==> config.mk <==
export PLATFORM = sky130hd
export DESIGN_NAME = wake_src_ctrl
export DESIGN_NICKNAME = d
export VERILOG_FILES = /design/src/rtl/wake_src_ctrl.sv
export SDC_FILE = /design/constraint.sdc
export NUM_CORES = 1
export LEC_CHECK = 0
export BUFFER_PORTS_ARGS = -buffer_cell sky130_fd_sc_hd__buf_4
export CAP_MARGIN = 20
export CORE_UTILIZATION = 59
export DETAILED_ROUTE_END_ITERATION = 10
export PLACE_DENSITY = 0.87
export SLEW_MARGIN = 20
export SYNTH_ARGS = -nofsm -noshare
export SYNTH_HDL_FRONTEND = slang
export SYNTH_SLANG_ARGS = --single-unit
==> constraint.sdc <==
create_clock -name clk -period 6.3 [get_ports clk]
set_input_delay 0.63 -clock clk [delete_from_list [all_inputs] [get_ports clk]]
set_output_delay 0.63 -clock clk [all_outputs]
set_load 0.01 [all_outputs]
==> src/rtl/wake_src_ctrl.sv <==
module wake_src_ctrl #(
  parameter int NPIN = 16,
  parameter int L1 = 3,
  parameter int L2 = 32,
  parameter int L3 = 512,
  parameter int L4 = 4096,
  parameter int L5 = 32768
) (
  input  logic            clk,
  input  logic            rst_n,
  input  logic            cfg_we,
  input  logic            cfg_re,
  input  logic [1:0]      cfg_addr,
  input  logic [31:0]     cfg_wdata,
  output logic [31:0]     cfg_rdata,
  input  logic            fwake_n,
  input  logic [NPIN-1:0] wk_pin,
  input  logic            rtc_alarm,
  input  logic            bod_alarm,
  input  logic            stat_clr,
  output logic            wake_req
);
  localparam int CW = $clog2(L5 + 1);
  localparam int SW = NPIN + 3;

  function automatic logic [CW-1:0] dlen(input logic [2:0] c);
    case (c)
      3'd1: dlen = CW'(L1);
      3'd2: dlen = CW'(L2);
      3'd3: dlen = CW'(L3);
      3'd4: dlen = CW'(L4);
      3'd5: dlen = CW'(L5);
      default: dlen = CW'(1);
    endcase
  endfunction

  logic f_en, r_en, b_en;
  logic [2:0] f_code, p_code;
  logic [NPIN-1:0] p_en, p_rise;
  logic [SW-1:0] st;
  logic [NPIN:0] s1, s2;
  logic r_q, b_q;
  logic [NPIN-1:0] p_hit;
  logic f_hit, r_hit, b_hit;
  logic [SW-1:0] hits;

  wire [CW-1:0] f_len = dlen(f_code);
  wire [CW-1:0] p_len = dlen(p_code);
  wire rd_clr = (cfg_re && cfg_addr == 2'd2) || stat_clr;

  always_ff @(posedge clk or negedge rst_n)
    if (!rst_n) begin
      f_en <= 1'b0; r_en <= 1'b0; b_en <= 1'b0;
      f_code <= 3'd0; p_code <= 3'd0;
      p_en <= '0; p_rise <= '0;
    end else if (cfg_we) begin
      if (cfg_addr == 2'd0) begin
        f_en <= cfg_wdata[0];
        r_en <= cfg_wdata[1];
        b_en <= cfg_wdata[2];
        f_code <= cfg_wdata[6:4];
        p_code <= cfg_wdata[10:8];
      end else if (cfg_addr == 2'd1) begin
        p_en <= cfg_wdata[NPIN-1:0];
        p_rise <= cfg_wdata[16 +: NPIN];
      end
    end

  always_ff @(posedge clk or negedge rst_n)
    if (!rst_n) begin
      s1 <= '1; s2 <= '1;
    end else begin
      s1 <= {fwake_n, wk_pin};
      s2 <= s1;
    end

  logic [CW-1:0] f_cnt;
  logic f_done;
  wire f_arm = f_en && !s2[NPIN] && !f_done;
  assign f_hit = f_arm && (f_cnt >= f_len - 1'b1);

  always_ff @(posedge clk or negedge rst_n)
    if (!rst_n) begin
      f_cnt <= '0; f_done <= 1'b0;
    end else begin
      f_cnt <= (!f_arm || f_hit) ? '0 : f_cnt + 1'b1;
      f_done <= f_en && !s2[NPIN] && (f_done || f_hit);
    end

  for (genvar i = 0; i < NPIN; i++) begin : g_pin
    logic [CW-1:0] cnt;
    logic lvl;
    wire diff = s2[i] != lvl;
    wire acc = diff && (cnt >= p_len - 1'b1);
    assign p_hit[i] = acc && p_en[i] && (s2[i] == p_rise[i]);
    always_ff @(posedge clk or negedge rst_n)
      if (!rst_n) begin
        cnt <= '0; lvl <= 1'b1;
      end else begin
        cnt <= (!diff || acc) ? '0 : cnt + 1'b1;
        if (acc) lvl <= s2[i];
      end

    p_pin_en_r4: assert property (@(posedge clk) disable iff (!rst_n)
      $rose(st[3+i]) |-> $past(p_en[i]));
    p_dbc_stable_r3: assert property (@(posedge clk) disable iff (!rst_n)
      ($rose(st[3+i]) && $past(p_code) >= 3'd1 && $past(p_code) <= 3'd5)
        |-> $past(s2[i]) == $past(s2[i], 2));
  end

  always_ff @(posedge clk or negedge rst_n)
    if (!rst_n) begin
      r_q <= 1'b0; b_q <= 1'b0;
    end else begin
      r_q <= rtc_alarm; b_q <= bod_alarm;
    end

  assign r_hit = r_en && rtc_alarm && !r_q;
  assign b_hit = b_en && bod_alarm && !b_q;
  assign hits = {p_hit, b_hit, r_hit, f_hit};

  always_ff @(posedge clk or negedge rst_n)
    if (!rst_n) begin
      st <= '0; wake_req <= 1'b0;
    end else begin
      st <= (rd_clr ? '0 : st) | hits;
      wake_req <= |hits;
    end

  always_comb
    case (cfg_addr)
      2'd0: cfg_rdata = {21'd0, p_code, 1'b0, f_code, 1'b0, b_en, r_en, f_en};
      2'd1: cfg_rdata = {16'(p_rise), 16'(p_en)};
      2'd2: cfg_rdata = {16'(st[SW-1:3]), 13'd0, st[2:0]};
      default: cfg_rdata = 32'd0;
    endcase

  p_req_src_r9: assert property (@(posedge clk) disable iff (!rst_n)
    wake_req |-> st != '0);
  p_clr_empty_r9: assert property (@(posedge clk) disable iff (!rst_n)
    ($past(stat_clr) && !wake_req) |-> st == '0);
  p_force_low_r2: assert property (@(posedge clk) disable iff (!rst_n)
    $rose(st[0]) |-> (!$past(s2[NPIN]) && $past(f_en)));
endmodule

* Word-level counts from Yosys, hierarchy flattened
Index checks and enable logic that the tools add are counted. Widths: inputs -> output; s select.
Cells by class: shifts and indexed selects 0, reduce and logical (&&, ||, !) cells 101, add/subtract/negate cells 19, bitwise gates (word level) 2, $mul 0, equality and inequality tests 44, multiplexer cells 21, div/mod/pow operators 0, $lt $le $gt $ge 17
Operators by type and width (count):
- $add 16x1->16 const B | 17
- $ge 16x16->1 | 17
- $mux 16 | 17
- $pmux 16 s5 | 2
- $pmux 32 s3 | 1
- $logic_and 1x1->1 | 57
- $sub 16x1->16 const B | 2
- $logic_not 1->1 | 21
- $logic_or 1x1->1 | 19
- $mux 19 | 1
- $or 19x19->19 | 1
- $reduce_or 19->1 | 1
- $eq 1x1->1 | 16
- $ne 1x1->1 | 16
- $eq 3x2->1 const B | 4
- $eq 3x3->1 const B | 4
- $eq 3x1->1 const B | 2
- $reduce_and 3->1 | 1
- $eq 2x1->1 const B | 1
- $eq 2x2->1 const B | 1
- $logic_not 2->1 | 1
- $reduce_and 2->1 | 1
- $not 1->1 | 1
Word-level totals: bits in read-only memories 0, memories kept 0, latch bits 0, logic and storage cells 251, output and inout port bits 33, register bits 386, memory bits (writable) 0

* Logic depth before layout (Yosys ltp)
Gate-level depths: netlist of the first run.
depth in word-level cells 8, mapped depth 15, gate-level depth less buffers 14

* Worst setup path after synthesis of the first run
No wires, ideal clock.
path type register to register, from register p_code[2], to register wake_req, clock period less this slack 3.882 ns, setup time 0.129 ns, cell stages (with the launch flop) 13, data required time 6.171 ns, buffers on the path 0, arrival 3.754 ns, path slack 2.418 ns, cell sequence dfrtp_1 -> or3b_2 -> ha_1 -> nand2_1 -> nand2_1 -> a21oi_1 -> ha_1 -> and4_1 -> a221o_1 -> or3_1 -> a211o_1 -> nor4_1 -> nand2_1
On the way: word-level cells in the longest chain between the ends 8, elaborated cells on any way between the ends 72
RTL lines:
- from (decl) | RTL line 38 | logic [2:0] f_code, p_code;
- from (signal assigned) | RTL line 62 | p_code <= cfg_wdata[10:8];
- $eq 3x3->1 (tied with other cells) | RTL line 27 | case (c)
- $pmux 16 s5 (*) | RTL line 27
- $sub 16x1->16 (*) | RTL line 94 | wire acc = diff && (cnt >= p_len - 1'b1);
- $ge 16x16->1 | RTL line 94
- $logic_and 1x1->1 | RTL line 94
- $logic_and 1x1->1 (2 in series) | RTL line 95 | assign p_hit[i] = acc && p_en[i] && (s2[i] == p_rise[i]);
- $reduce_or 19->1 (*) | RTL line 127 | wake_req <= |hits;
- to (signal assigned) | RTL line 127
- to (decl) | RTL line 21 | output logic wake_req
Mark *: on every way between the ends. The rest lies on a longest branch, timed or not. A chain may end at the register's enable or synchronous reset.

* Worst setup path after layout of the first run
from register p_code[2], to register g_pin[0].cnt[6]
On the way: word-level cells in the longest chain between the ends 7, elaborated cells on any way between the ends 11
RTL lines:
- $eq 3x3->1 (tied with other cells) | RTL line 27
- $pmux 16 s5 (*) | RTL line 27
- $sub 16x1->16 (*) | RTL line 94
- $ge 16x16->1 (*) | RTL line 94
- $logic_and 1x1->1 (*) | RTL line 94
- $logic_or 1x1->1 (*) | RTL line 100 | cnt <= (!diff || acc) ? '0 : cnt + 1'b1;
- $mux 16 (*) | RTL line 100
- to (signal assigned) | RTL line 100
- to (decl) | RTL line 91 | logic [CW-1:0] cnt;
Marked as above.

==> summary.md, run 1 <==
| Metric | Value |
|---|---|
| Row cnt | `71` |
| Longest Clk Path Bufs | `3` |
| Final GP Congestion | `0.869` |
| Power Density | `300 nW/um^2` |
| Post-synth EDFFs | `0` |
| Max-slew headroom | `21.6%` |
| Largest stage delay on the critical path | `0.65 ns` |
| Worst skew pair latency | `0.58 ns` |
| Max-cap violations | `0` |
| Fill count | `2715` |
| Final WS setup | `1.95 ns` |
| Initial antenna violation count | `0` |
| Die H | `199 um` |
| Starting Density | `60.5%` |
| Max VDD drop | `0.230 mV` |
| DR pass1 iterations | `7` |
| Num CTS Buffers | `43` |
| Diode count | `0` |
| Post-Syn Nets | `2637` |
| Via density | `6.04` |
| I/O Pins | `91` |
| # setup viols final | `0` |
| Clock period minus worst slack | `4.35 ns` |
| Vias | `17821` |
| Layout cell share with drive strength beyond 1 | `12.8%` |
| H-tree depth | `2` |
| Synth-to-layout area growth | `12.0%` |
| Top Family by Delay on Critical Path | `simple AND/OR/NAND/NOR gates` |
| Largest cells by area after synthesis | `dfrtp_1, ha_1, xor2_1` |
| DP Worst Slack | `2.00 ns` |
| Final Power | `7.71 mW` |
| Initial DRC count | `1176` |
| Hold/Removal Path Class | `in -> async` |
| DIE AREA | `39700 um^2` |
| First-pass GRT wire length | `92200 um` |
| Core ar. | `37900 um^2` |
| Leak pwr | `12.3 nW` |
| Slew Limit Fails | `0` |
| Number of setup buffers added after CTS | `0` |
| Fmax | `230 MHz` |
| Critical path data arrival time | `4.84 ns` |
| Placed instance area | `24300 um^2` |
| Largest net degree at the start of global routing | `189` |
| Vias in the first global route | `18526` |
| Clock skew | `0.0205 ns` |
| DRT Wirelength | `56300 um` |
| R2R cell count | `11` |
| Worst setup SP type | `register` |
| Total stage count of the critical path | `11` |
| Post-synth top area share | `36.6%` |
| Status | `finished clean` |
| Hpwl dp | `37800 um` |
| RSZ-0062 raised after global routing | `no` |
| Final Instance Area | `25700 um^2` |
| Slowest stage cell, crit path | `inv_2` |
| Seq/Total Area, Yosys | `42.4%` |
| #FFs+latches synth | `386` |
| CTS root buffer | `clkbuf_16` |
| CTS tree | `built` |
| Clock sink total | `386` |
| Worst-path clk slew | `0.06 ns` |
| Port Buffers | `90` |
| Die W | `199 um` |
| Total GRT Usage | `29.5%` |
| Total gr overflow | `0` |
| Tcrit/Tclk final | `69.1%` |
| Post-Route Setup TNS | `0 ns` |
| Async set-reset flop share out of synthesis | `100%` |
| Post_cts resized | `0` |
| CTS Hold Bufs | `0` |
| Avg WL per Cell | `19.1 um` |
| Primary FF master, synth | `dfrtp_1` |
| Final core occ | `67.8%` |
| Syn Std Cell Area | `22900 um^2` |
| WP buf/inv | `2` |
| Req. time, crit path | `6.79 ns` |
| CP Capture Type | `register` |
| Detail Route Antenna Nets | `0` |
| Cell taking the most area after synthesis | `dfrtp_1` |
| Unique cell type count in the Yosys netlist | `67` |
| Final hold vios | `0` |
| Type of the worst setup path | `reg -> reg` |
| Slew @ Worst Pin | `1.18 ns` |
| Syn Area/Cell | `10.0 um^2` |
| Final net count | `2754` |
| DRC | `0` |
| Gate Count Post-Synth | `2286` |
| Commonest cells after routing, fill and taps aside | `dfrtp_1, nor2_1, ha_1` |
| CP cell instances | `or3b_2 -> ha_1 -> inv_2 -> buf_4 -> ha_1 -> a21o_1 -> a21oi_1 -> o21ai_0 -> a211o_1 -> nand2b_1 -> nor2_1` |
| Yosys warnings | `0` |
| Critical path's most frequent cell | `ha_1` |
| Commonest non-fill, non-tap cell in the layout | `dfrtp_1` |
| Crit path max fanout | `35` |
==> per-stage QoR <==
step                      instances  hold slack [ns]
after floorplan                2286            0.334
after global placement         2869            0.347
after detailed placement       2869            0.347
after CTS                      2949           0.0706
after global routing           2949           0.0927
final                          2949           0.0378
==> kinds of logic (layout without fill, tap and decap cells) <==
| kind of cell | Yosys count | count (layout) | synth area share (%) |
|---|---|---|---|
| AO/OA/AOI/OAI | 305 | 305 | 8.80 |
| adder cells (fa/ha/maj) | 293 | 293 | 16.0 |
| flip-flops | 386 | 386 | 42.4 |
| buffers and inverters | 91 | 243 | 1.54 |
| multiplexers | 74 | 74 | 3.54 |
| XOR/XNOR | 245 | 245 | 9.35 |
| AND/OR/NAND/NOR | 892 | 892 | 18.4 |
==> worst paths after layout <==
path | slack [ns] | from | endpoint
min | 0.04 | rst_n | g_pin[15].cnt[11]$_DFF_PN0_
max reg2reg | 1.95 | p_code[2]$_DFFE_PN0P_ | g_pin[0].cnt[6]$_DFF_PN0_
max | 1.95 | p_code[2]$_DFFE_PN0P_ | g_pin[0].cnt[6]$_DFF_PN0_
max in group asynchronous | 4.78 | rst_n | f_cnt[9]$_DFF_PN0_
min in group clk | 0.15 | wk_pin[0] | s1[0]$_DFF_PN1_
min reg2reg | 0.35 | s1[15]$_DFF_PN1_ | s2[15]$_DFF_PN1_
==> report_power, final <==
group / switching, mW / internal [mW] / leakage, nW
clock: 1.07 / 1.48 / 0.692
combinational: 1.32 / 0.807 / 6.52
sequential: 0.295 / 2.73 / 5.08
==> cells in the mapped netlist (12+ instances only) <==
master / n
a211oi_1: 14
a21o_1: 26
a21oi_1: 86
a22o_1: 22
and2_1: 12
and3_1: 73
clkbuf_1: 28
dfrtp_1: 336
dfstp_2: 50
ha_1: 293
inv_1: 57
mux2_2: 57
mux2i_1: 17
nand2_1: 154
nand2b_1: 33
nand3_1: 174
nand4_1: 30
nor2_1: 335
nor2b_1: 12
nor3_1: 13
o211ai_1: 12
o21ai_0: 65
xnor2_1: 86
xor2_1: 159
==> layer usage <==
metal  GRT usage, %  vias to the layer above  wire (um)
met2           48.8                      509      26500
met3           5.37                      206       3260
met1           36.7                     8768      23400
met4           15.9                        0       3060
met5              0                        -          0
li1               -                     8338          -
==> worst reg2reg max path, delay by kind of cell, from the launching register on <==
kind	cells	cell delay [ns]
fa+ha+maj	2	0.57
compound gates	4	0.83
flops	1	0.56
buf+inv	2	1.04
simple gates	3	1.26
==> area by class of cell <==
class                      count  area (um^2)  area share, %
tap                          511          639           2.49
timing repair buffer         106          816           3.17
clock buffer                  55         1160           4.52
multi-input combinational   1809        12900           50.2
sequential                   386         9720           37.8
clock inverter                25          259           1.01
inverter                      57          214          0.832
==> flip-flops by register name, indices dropped and copies added, names as in the netlist, 3 cells and up <==
register   count
g_pin.lvl     16
g_pin.cnt    256
s1            17
st            19
p_code         3
p_rise        16
p_en          16
s2            17
f_cnt         16
f_code         3
Power figures use the tool's default switching activity.
==> run 2, diff against run 1 <==
==> constraint.sdc (replaced) <==
create_clock -name clk -period 4.2 [get_ports clk]
set_input_delay 0.42 -clock clk [delete_from_list [all_inputs] [get_ports clk]]
set_output_delay 0.42 -clock clk [all_outputs]
set_load 0.01 [all_outputs]
==> run 2 against run 1 <==
Effect of this change:
- the run now ends with hold timing left
- die area unchanged
- sequential power is 49% higher
- clock skew fell by 0.010 ns
- first-iteration DRC count is 5.7% higher
- hold slack worse by 0.070 ns
- critical path depth increased by 1
- register-to-register slack got worse by 1.6 ns
- flip-flop and latch count unchanged
- setup slack worse by 1.6 ns
- critical path type unchanged
- largest cell class unchanged
- largest power group unchanged
==> summary.md, run 2 (synthesized netlist as in run 1, its figures left out) <==
| Metric | Value |
|---|---|
| Max-slew headroom | `34.5% (was 21.6%)` |
| Req. time, crit path | `4.68 ns (was 6.79 ns)` |
| Part of the power in registers | `39.0% (was 39.2%)` |
| Dpl cells | `2890 (was 2869)` |
| Layout cell share with drive strength beyond 1 | `13.3% (was 12.8%)` |
| Largest stage delay on the critical path | `0.48 ns (was 0.65 ns)` |
| Top Family by Delay on Critical Path | `simple AND/OR/NAND/NOR gates (unchanged)` |
| Diode count | `0 (unchanged)` |
| Die H | `199 um (unchanged)` |
| Hold WS | `-0.0325 ns (was 0.0378 ns)` |
| Switching fraction of total power | `34.6% (was 34.9%)` |
| Detail Route Antenna Nets | `0 (unchanged)` |
| Slew Limit Fails | `0 (unchanged)` |
| Fmax | `259 MHz (was 230 MHz)` |
| Worst r2r src | `p_code[0]$_DFFE_PN0P_ (was p_code[2]$_DFFE_PN0P_)` |
| DRC | `0 (unchanged)` |
| Largest Register | `g_pin.cnt (unchanged)` |
| Num CTS Buffers | `42 (was 43)` |
| Comb pwr share | `28.8% (was 27.7%)` |
| I/O Pins | `91 (unchanged)` |
| First-pass GRT wire length | `92900 um (was 92200 um)` |
| Failing checks | `hold timing` |
| DR pass1 iterations | `5 (was 7)` |
| Clock skew | `0.0101 ns (was 0.0205 ns)` |
| Fill count | `2654 (was 2715)` |
| Synth-to-layout area growth | `13.7% (was 12.0%)` |
| Final core occ | `68.8% (was 67.8%)` |
| Crit path max fanout | `15 (was 35)` |
| Clock period minus worst slack | `3.86 ns (was 4.35 ns)` |
| Max VDD drop | `0.393 mV (was 0.230 mV)` |
| Number of setup buffers added after CTS | `0 (unchanged)` |
| Sw Pwr | `4.01 mW (was 2.69 mW)` |
| Die W | `199 um (unchanged)` |
| Initial antenna violation count | `1 (was 0)` |
| Longest Clk Path Bufs | `3 (unchanged)` |
| Top flop regs | `g_pin.cnt (256), st (19) (unchanged)` |
| Critical path data arrival time | `4.34 ns (was 4.84 ns)` |
| DIE AREA | `39700 um^2 (unchanged)` |
| Post-Route Setup TNS | `0 ns (unchanged)` |
| Post_cts resized | `0 (unchanged)` |
| Avg WL per Cell | `19.3 um (was 19.1 um)` |
| Clock network power share | `32.3% (was 33.1%)` |
| Hpwl dp | `40200 um (was 37800 um)` |
| # setup viols final | `0 (unchanged)` |
| CTS root buffer | `clkbuf_16 (unchanged)` |
| Via density | `6.07 (was 6.04)` |
| Tcrit/Tclk final | `91.9% (was 69.1%)` |
| Vias in the first global route | `18687 (was 18526)` |
| Starting Density | `60.5% (unchanged)` |
| Status | `finished, violations left (was finished clean)` |
| Type of the worst setup path | `reg -> reg (unchanged)` |
| Commonest non-fill, non-tap cell in the layout | `dfrtp_1 (unchanged)` |
| Core ar. | `37900 um^2 (unchanged)` |
| Commonest cells after routing, fill and taps aside | `dfrtp_1, nor2_1, ha_1 (unchanged)` |
| Port Buffers | `90 (unchanged)` |
| RSZ-0062 raised after global routing | `no (unchanged)` |
| Finished Layout Cells | `2987 (was 2949)` |
| Worst setup SP type | `register (unchanged)` |
| Final net count | `2793 (was 2754)` |
| Power Density | `444 nW/um^2 (was 300 nW/um^2)` |
| Total gr overflow | `0 (unchanged)` |
| Max-cap violations | `0 (unchanged)` |
| Initial DRC count | `1243 (was 1176)` |
| Clock sink total | `386 (unchanged)` |
| Slew @ Worst Pin | `0.983 ns (was 1.18 ns)` |
| Row cnt | `71 (unchanged)` |
| DRT Wirelength | `57500 um (was 56300 um)` |
| Worst skew pair latency | `0.57 ns (was 0.58 ns)` |
| Vias | `18136 (was 17821)` |
| Worst-path clk slew | `0.06 ns (about the same)` |
| H-tree depth | `2 (unchanged)` |
| Leak pwr | `12.5 nW (was 12.3 nW)` |
| CP cell instances | `or3b_2 -> ha_1 -> inv_2 -> buf_4 -> ha_1 -> a21oi_1 -> o21ai_0 -> a31o_2 -> a21o_1 -> a21oi_1 -> nand2_1 -> nor2_1 (was or3b_2 -> ha_1 -> inv_2 -> buf_4 -> ha_1 -> a21o_1 -> a21oi_1 -> o21ai_0 -> a211o_1 -> nand2b_1 -> nor2_1)` |
| CTS tree | `built (unchanged)` |
| Largest net degree at the start of global routing | `124 (was 189)` |
| Total GRT Usage | `29.7% (was 29.5%)` |
| Max reg flops | `256 (unchanged)` |
| Slowest stage cell, crit path | `or3b_2 (was inv_2)` |
| CP Launch Point | `p_code[0]$_DFFE_PN0P_ (was p_code[2]$_DFFE_PN0P_)` |
| Internal | `7.57 mW (was 5.01 mW)` |
| CP Capture Type | `register (unchanged)` |
| Hold/Removal Path Class | `in -> async (unchanged)` |
| Final GP Congestion | `0.900 (was 0.869)` |
| CTS Hold Bufs | `19 (was 0)` |
| WP buf/inv | `2 (unchanged)` |
| Final hold vios | `17 (was 0)` |
[run 2: cell count changes in the layout (fill, tap and decap cells not counted), moves of 2 or more]
cell,before,now
buf_4,104,121
buf_12,1,5
dlygate4sd3_1,0,19
bufinv_16,4,2
clkbuf_1,8,10
inv_6,3,0
clkbuf_16,43,45
[run 2: stage by stage]
stage          instance area, um^2  setup WS, ns  power [mW]  hold slack [ns]
2_1_floorplan                22900         0.318        6.56            0.124
3_3_place_gp                 24500         0.451        7.53            0.345
3_5_place_dp                 24500         0.397        7.81            0.347
4_1_cts                      26100         0.380        11.6           0.0128
5_1_grt                      26100         0.117        12.2           0.0455
6_report                     26100         0.338        11.6          -0.0325
[run 2: worst register-to-register path: stages (launching register included)]
cell     delay (ns)
dfrtp_1        0.46
or3b_2         0.48
ha_1           0.28
inv_2          0.33
buf_4          0.35
ha_1           0.30
a21oi_1        0.14
o21ai_0        0.09
a31o_2         0.25
a21o_1         0.16
a21oi_1        0.30
nand2_1        0.39
nor2_1         0.25
[run 2: area by class of cell]
type / count / area, um^2 / share of cell area [%]
multi-input combinational: 1809 / 12900 / 49.5
sequential: 386 / 9720 / 37.3
clock buffer: 60 / 1230 / 4.72
timing repair buffer: 146 / 1210 / 4.65
tap: 511 / 639 / 2.45
inverter: 57 / 214 / 0.820
clock inverter: 18 / 156 / 0.600
[run 2: power groups by stage]
stage          logic (mW)  clock network, mW  registers, mW
2_1_floorplan        2.13                  0           4.43
3_3_place_gp         2.99                  0           4.54
3_5_place_dp         3.25                  0           4.56
4_1_cts              3.30               3.77           4.50
5_1_grt              3.73               3.93           4.56
6_report             3.33               3.74           4.51
[run 2: worst paths after layout]
| check | slack [ns] | depth (start not counted) | endpoint |
|---|---|---|---|
| worst min-delay path | -0.03 | 1 | g_pin[15].cnt[10]$_DFF_PN0_ |
| worst max-delay path | 0.34 | 12 | g_pin[7].cnt[8]$_DFF_PN0_ |
| worst max register to register | 0.34 | 12 | g_pin[7].cnt[8]$_DFF_PN0_ |
| worst min register to register | 0.35 | 0 | s2[3]$_DFF_PN1_ |
| max in group asynchronous | 3.17 | 2 | g_pin[5].lvl$_DFFE_PN1N_ |
| min in group clk | 0.08 | 2 | p_rise[13]$_DFFE_PN0P_ |
[run 2: layer usage]
metal  share of wire [%]  up-vias  routed length, um  track usage [%]
met5                   0        -                  0                0
met4                 4.8        0               2740             14.5
met3                 6.8      195               3900             5.91
met2                  48      594              27800             50.0
met1                  40     8942              23000             36.6
li1                    -     8405                  -                -
